[config.mk]
export PLATFORM = sky130hd
export DESIGN_NAME = adm_encoder
export DESIGN_NICKNAME = d
export VERILOG_FILES = /design/src/rtl/adm_pkg.sv /design/src/rtl/adm_decide.sv /design/src/rtl/adm_step_calc.sv /design/src/rtl/adm_sat_add.sv /design/src/rtl/adm_encoder.sv
export SDC_FILE = /design/constraint.sdc
export NUM_CORES = 1
export LEC_CHECK = 0
export ABC_AREA = 1
export BUFFER_PORTS_ARGS = -buffer_cell sky130_fd_sc_hd__buf_2
export CAP_MARGIN = 15
export CORE_MARGIN = 2
export CORE_UTILIZATION = 30
export CTS_BUF_LIST = sky130_fd_sc_hd__clkbuf_8
export DETAILED_ROUTE_END_ITERATION = 8
export HOLD_SLACK_MARGIN = 0.03
export PLACE_DENSITY = 0.43
export RECOVER_POWER = 50
export SETUP_SLACK_MARGIN = 0.4
export SLEW_MARGIN = 20
export SYNTH_ARGS = -nofsm -noshare
export SYNTH_HDL_FRONTEND = slang
export SYNTH_SLANG_ARGS = --single-unit
[constraint.sdc]
create_clock -name clk -period 8.83 [get_ports clk]
set_input_delay 1.766 -clock clk [delete_from_list [all_inputs] [get_ports clk]]
set_output_delay 1.766 -clock clk [all_outputs]
set_load 0.05 [all_outputs]
[src/rtl/adm_pkg.sv]
package adm_pkg;
    typedef enum logic {
        DIR_DOWN = 1'b0,
        DIR_UP   = 1'b1
    } adm_dir_e;

    typedef enum logic {
        MODE_LINEAR   = 1'b0,
        MODE_ADAPTIVE = 1'b1
    } adm_mode_e;
endpackage

[src/rtl/adm_decide.sv]
module adm_decide #(
    parameter int DATA_W = 8,
    parameter int FRAC_W = 8,
    localparam int EST_W = DATA_W + FRAC_W
) (
    input  logic signed [DATA_W-1:0] sample,
    input  logic        [EST_W-1:0]  est,
    output adm_pkg::adm_dir_e        dir
);
    logic signed [EST_W:0] sample_w;
    logic signed [EST_W:0] est_w;
    logic signed [EST_W:0] diff;

    always_comb begin
        sample_w = {sample[DATA_W-1], sample, {FRAC_W{1'b0}}};
        est_w    = {est[EST_W-1], est};
        diff     = sample_w - est_w;
        // Only a strictly positive difference counts as up.
        dir      = (!diff[EST_W] && (diff != '0)) ? adm_pkg::DIR_UP : adm_pkg::DIR_DOWN;
    end
endmodule

[src/rtl/adm_step_calc.sv]
module adm_step_calc #(
    parameter int STEP_W     = 15,
    parameter int GROW_NUM   = 147,
    parameter int GROW_SHIFT = 7,
    parameter int MIN_STEP   = 256,
    localparam int GROW_W    = $clog2(GROW_NUM + 1),
    localparam int WIDE_W    = STEP_W + GROW_W
) (
    input  logic              adaptive,
    input  logic              first,
    input  logic              same_dir,
    input  logic [STEP_W-1:0] last_mag,
    input  logic [STEP_W-1:0] max_step,
    output logic [STEP_W-1:0] mag
);
    logic [WIDE_W-1:0] last_w;
    logic [WIDE_W-1:0] prod_w;
    logic [WIDE_W-1:0] grown_w;
    logic [WIDE_W-1:0] halved_w;
    logic [WIDE_W-1:0] pick_w;
    logic [WIDE_W-1:0] capped_w;
    logic [WIDE_W-1:0] floor_w;

    always_comb begin
        last_w   = WIDE_W'(last_mag);
        prod_w   = last_w * WIDE_W'(GROW_NUM);
        grown_w  = prod_w >> GROW_SHIFT;
        halved_w = last_w >> 1;
        floor_w  = WIDE_W'(MIN_STEP);
        if (!adaptive || first) begin
            pick_w = floor_w;
        end else if (same_dir) begin
            pick_w = grown_w;
        end else begin
            pick_w = halved_w;
        end
        // Cap first, then the floor, so the floor wins on a tiny cap.
        capped_w = (pick_w > WIDE_W'(max_step)) ? WIDE_W'(max_step) : pick_w;
        if (capped_w < floor_w) begin
            capped_w = floor_w;
        end
        mag = STEP_W'(capped_w);
    end
endmodule

[src/rtl/adm_sat_add.sv]
module adm_sat_add #(
    parameter int EST_W   = 16,
    localparam int STEP_W = EST_W - 1
) (
    input  logic [EST_W-1:0]  est,
    input  logic [STEP_W-1:0] mag,
    input  adm_pkg::adm_dir_e dir,
    output logic [EST_W-1:0]  est_next
);
    localparam logic signed [EST_W:0] HI_LIM = $signed({2'b00, {(EST_W-1){1'b1}}});
    localparam logic signed [EST_W:0] LO_LIM = $signed({2'b11, {(EST_W-1){1'b0}}});

    logic signed [EST_W:0] est_w;
    logic signed [EST_W:0] mag_w;
    logic signed [EST_W:0] sum_w;

    always_comb begin
        est_w = {est[EST_W-1], est};
        mag_w = {2'b00, mag};
        sum_w = (dir == adm_pkg::DIR_UP) ? (est_w + mag_w) : (est_w - mag_w);
        if (sum_w > HI_LIM) begin
            est_next = HI_LIM[EST_W-1:0];
        end else if (sum_w < LO_LIM) begin
            est_next = LO_LIM[EST_W-1:0];
        end else begin
            est_next = sum_w[EST_W-1:0];
        end
    end
endmodule

[src/rtl/adm_encoder.sv]
module adm_encoder #(
    parameter int DATA_W     = 8,
    parameter int FRAC_W     = 8,
    parameter int GROW_NUM   = 147,
    parameter int GROW_SHIFT = 7,
    localparam int EST_W     = DATA_W + FRAC_W,
    localparam int STEP_W    = EST_W - 1,
    localparam int MIN_STEP  = 1 << FRAC_W
) (
    input  logic                     clk,
    input  logic                     rst,
    input  logic                     mode_adapt,
    input  logic [STEP_W-1:0]        max_step,
    input  logic                     in_valid,
    input  logic signed [DATA_W-1:0] in_data,
    output logic                     out_valid,
    output logic                     out_bit,
    output logic [EST_W-1:0]         out_estimate
);
    import adm_pkg::*;

    typedef struct packed {
        adm_mode_e         mode;
        logic              first;
        adm_dir_e          dir;
        logic [STEP_W-1:0] mag;
        logic [EST_W-1:0]  est;
        logic              vld;
    } adm_state_t;

    adm_state_t st_q;
    adm_state_t st_d;
    adm_state_t st_rst;

    adm_dir_e          dir_new;
    logic [STEP_W-1:0] mag_new;
    logic [EST_W-1:0]  est_new;

    adm_decide #(.DATA_W(DATA_W), .FRAC_W(FRAC_W)) u_decide (
        .sample (in_data),
        .est    (st_q.est),
        .dir    (dir_new)
    );

    adm_step_calc #(
        .STEP_W     (STEP_W),
        .GROW_NUM   (GROW_NUM),
        .GROW_SHIFT (GROW_SHIFT),
        .MIN_STEP   (MIN_STEP)
    ) u_step (
        .adaptive (st_q.mode == MODE_ADAPTIVE),
        .first    (st_q.first),
        .same_dir (dir_new == st_q.dir),
        .last_mag (st_q.mag),
        .max_step (max_step),
        .mag      (mag_new)
    );

    adm_sat_add #(.EST_W(EST_W)) u_sat (
        .est      (st_q.est),
        .mag      (mag_new),
        .dir      (dir_new),
        .est_next (est_new)
    );

    always_comb begin
        st_rst       = '0;
        st_rst.mode  = mode_adapt ? MODE_ADAPTIVE : MODE_LINEAR;
        st_rst.first = 1'b1;
        st_rst.dir   = DIR_UP;
        st_rst.mag   = STEP_W'(MIN_STEP);

        st_d     = st_q;
        st_d.vld = in_valid;
        if (in_valid) begin
            st_d.dir   = dir_new;
            st_d.mag   = mag_new;
            st_d.est   = est_new;
            st_d.first = 1'b0;
        end
    end

    always_ff @(posedge clk) begin
        if (rst) begin
            st_q <= st_rst;
        end else begin
            st_q <= st_d;
        end
    end

    assign out_valid    = st_q.vld;
    assign out_bit      = (st_q.dir == DIR_UP);
    assign out_estimate = st_q.est;

    // The estimate moves in the direction of the reported decision.
    assert_dir_follows_R1: assert property (@(posedge clk) disable iff (rst)
        in_valid |=> (out_bit ? ($signed(out_estimate) >= $signed($past(out_estimate)))
                              : ($signed(out_estimate) <= $signed($past(out_estimate)))));

    // Linear mode: each change is exactly one LSB unless a limit is hit.
    assert_linear_step_R2: assert property (@(posedge clk) disable iff (rst)
        (in_valid && st_q.mode == MODE_LINEAR) |=>
        (($signed(out_estimate) - $signed($past(out_estimate)) == MIN_STEP) ||
         ($signed($past(out_estimate)) - $signed(out_estimate) == MIN_STEP) ||
         (out_estimate == {1'b1, {(EST_W-1){1'b0}}}) ||
         (out_estimate == {1'b0, {(EST_W-1){1'b1}}})));

    // The stored step never decays below one input LSB.
    assert_step_floor_R6: assert property (@(posedge clk) disable iff (rst)
        st_q.mag >= STEP_W'(MIN_STEP));

    // A cap at or above the floor bounds the next stored step.
    assert_step_cap_R6: assert property (@(posedge clk) disable iff (rst)
        (in_valid && max_step >= STEP_W'(MIN_STEP)) |=> (st_q.mag <= $past(max_step)));

    assert_valid_follows_R8: assert property (@(posedge clk) disable iff (rst)
        in_valid |=> out_valid);

    assert_idle_hold_R8: assert property (@(posedge clk) disable iff (rst)
        !in_valid |=> (!out_valid && $stable(out_estimate) && $stable(out_bit)));

    assert_mode_frozen_R9: assert property (@(posedge clk) disable iff (rst)
        !rst |=> $stable(st_q.mode));
endmodule

==> summary.md <==
IR analysis of the VDD net gives a maximum drop of 0.109 mV. The number of hold buffers added after CTS was 0. By area the synthesized netlist is led by ha_1 (20%), nand2_1 (12%), dfxtp_1 (11%). The count of nets left with antenna violations once routing finished came out at 0. For the share of power burned in the clock network, the log shows 6.0%.

Counting tap cells, the placed design contains a total of 1275 instances. The run gives 5 as the number of clock buffers inserted by TritonCTS. The die boundary height was 147 µm; the maximum operating frequency was 125 MHz. For this run, the share of the core covered by cells in the final layout is 36.9%.

The run gives 0 as the count of unresolved DRC violations after routing. The worst setup path is captured at a flop. The run finished, with violations left.

The run gives 38 as the number of max-slew violations in the final report. The via count of the first global-routing pass came out at 5719. Row generation in the floorplan step produced 52 rows. Setup repair after global routing left no endpoint under its margin. The run gives 11.8% as the portion of total power attributed to sequential cells. STA classifies the critical path startpoint as an input pin.

When the netlist entered floorplanning its net count stood at 1091. Total grt overflow: 0. The most common library cell in the layout ignoring fill and taps is nand2_1. The logs give 19.5 mm for the overall routed net length and 20200 µm² for the core footprint. In this run the clock root is driven by a clkbuf_8. Across the whole layout, storage elements account for 722 µm². For the final database, setup skew stands at 0.00777 ns.

Critical path's largest stage delay: 0.37 ns. The run gives 0 as the final setup violation count. TritonCTS built the clock tree. In this run, synthesis produced a sequential element count of 35. The share of final-layout standard cells stronger than drive strength 1 is 19.8%, and the post-detailed-route via-to-cell ratio is 4.70. Global routing used 17.6% of the available tracks. The data required time of the critical path is 9.05 ns, and the total power of the final layout is 0.00220 W.

The area share of the largest cell type after synthesis works out to 19.9%. Internal power comes to 0.000960 W. Of the total power, the share spent switching nets is 56.3%.

CTS built an H-tree with a depth of 2. The leading area contributor after synthesis was ha_1. The fraction of registers with async set/reset was 0%; the total number of vias was 6088. CTS saw 35 sinks. At the end of routability-driven placement, the weighted congestion stood at 0.852. The path class of the tightest hold or removal check is flop to flop.

The number of enable flip-flop cells after synthesis came out at 1. Critical path class: input pin to flop. The tools report the number of warning messages in the yosys log as 0. For the count of nets after finishing, the log shows 1169.

The normalized max-slew margin was -6.31%. Number of non-filler instances in the completed layout: 1295. The checks that failed: capacitance limit, slew limit. For the worst-skew pair, the clock arrives at the later sink with an insertion delay of 0.30 ns. The number of antenna diodes in the final layout is 0.

The cell area after technology mapping was 6150 µm²; the top-level port count was 45. Among the stages of the critical path, the cell type that occurs most often is nand2_1. The worst-path maximum fanout is 12. The leakage power figure is 3.95 nW, and the initial antenna violation count is 0.

Summing the sequential cell areas from Yosys gives 11.6% of the chip area. Buffers placed on the I/O ports in this run total 44. In the layout the commonest cells are nand2_1 (183), inv_1 (165), ha_1 (84). The power dissipated by switching net loads is 0.00124 W.

In the final routed layout, each cell accounts on average for 15.1 µm. The first global-routing pass estimated 30.4 mm of wire. From synthesis to final layout, the design area changed by 20.8%. Synthesized area per cell: 6.50 µm².

The main flop type after synthesis is dfxtp_1. Once detailed placement completed, the half-perimeter wirelength came to 16.3 mm. The first TritonRoute pass finished after 5 iterations. Width of the die: 147 µm. The worst path in the final design needs a cycle of 8.00 ns, including I/O delays and setup. The hold violation count in the final report was 0. In the final layout, the multi-input gates occupy 4990 µm². Dividing the final minimum period by the clock period gives 90.6%.

Clock-pin slew was measured on the worst setup and hold paths at 0.08 ns. For this block, the initial DRC count from the detailed router was 213. The count of maximum capacitance violations was 1. The transition time of the tightest slew-check pin was 1.59 ns; the starting density of the core was 30.5%. The clock passes through at most 2 buffers. At the worst endpoint, the arrival time is 8.23 ns.

The logs give 0.467 ns for the worst hold margin and 82.3% for the combinational cell fraction of total power. The die covers 21700 µm². Entering global routing, the biggest net connects 38 pins. On the critical path, the stage with the largest delay is an instance of o31ai_1. For the number of filler instances in the final layout, the log shows 2275.

For the synthesized netlist cell count, the log shows 946. In this run the power density over the cells is 296 nW/µm². The distinct cell type count of the synthesized netlist came out at 50.
critical path, delay by kind of cell:
family	cells	cell delay, ns
xor+xnor	2	0.29
buf+inv	6	0.90
compound gates	9	1.39
fa+ha+maj	3	0.90
simple gates	24	2.99
state kept, by name, summed over array words and instances (netlist names):
register / flops
out_estimate: 16
out_valid: 1
st_d: 1
st_q: 16
out_bit: 1
cell families after synthesis:
group           share of synthesized area [%]
xor+xnor                                 3.56
buf+inv                                  13.9
simple gates                             28.1
fa+ha+maj                                26.4
compound gates                           16.4
flops                                    11.6
through the flow:
| stage | worst slack, ns | TNS [ns] | instance area (µm²) |
|---|---|---|---|
| 5_1_grt | 0.213 | 0 | 7430 |
| 2_1_floorplan | 0.699 | 0 | 6150 |
| 4_1_cts | 0.486 | 0 | 6980 |
| 6_report | 0.826 | 0 | 7430 |
| 3_3_place_gp | -0.0728 | -0.521 | 6860 |
| 3_5_place_dp | -0.0782 | -0.567 | 6860 |
cell type report:
cell class                 instances  share of cell area (%)
clock buffer                       6                    1.11
tap                              270                    4.54
sequential                        35                    9.71
clock inverter                     2                   0.219
timing repair inverter             1                   0.101
multi-input combinational        706                    67.1
inverter                         174                    8.82
timing repair buffer             101                    8.40
path summary, 6_finish.rpt:
| check | from | to | slack [ns] | cells past startpoint |
|---|---|---|---|---|
| setup reg to reg | st_q[22] | out_estimate[12] | 0.83 | 50 |
| setup / recovery | in_data[1] | out_estimate[12] | 0.83 | 44 |
| hold / removal | st_q[33] | st_q[33] | 0.47 | 2 |
| hold reg to reg | st_q[33] | st_q[33] | 0.47 | 2 |
layer usage:
metal,vias to the layer above,share of wire [%],track usage [%]
met3,15,2.3,1.21
met4,0,1.2,3.41
met5,-,0,0
met2,87,50,32.1
met1,2744,47,23.0
li1,3242,-,-
synthesized netlist by cell type (4+ instances only):
library cell	instances
nor2_1	58
fa_1	20
a21oi_1	84
nor2_2	6
a221oi_1	6
nand2_1	193
nor3_1	7
ha_1	98
nand2_2	11
clkinv_1	4
buf_4	17
dfxtp_1	34
nand4_1	9
o21bai_1	7
or2_2	14
inv_1	167
clkbuf_1	8
o21ai_1	5
nor4_1	4
xor2_1	19
xnor2_1	6
o21ai_0	48
nand3_1	72
repair_timing:
item / CTS / global route
gates cloned: 0 / 4
pin swaps: 0 / 23
gates resized for setup: 5 / 95
setup buffers: 0 / 8
endpoints found under the hold margin: 0 / 0
endpoints found under the setup margin: 11 / 16
power by group through the flow:
| stage | clock network [W] | registers, W | logic [W] |
|---|---|---|---|
| after CTS | 0.000136 | 0.000255 | 0.00164 |
| after global routing | 0.000143 | 0.000267 | 0.00201 |
| after global placement | 0 | 0.000259 | 0.00163 |
| after detailed placement | 0 | 0.000259 | 0.00162 |
| final | 0.000131 | 0.000259 | 0.00181 |
| after floorplan | 0 | 0.000236 | 0.00119 |
No activity file was read; power rests on OpenSTA's default activity.
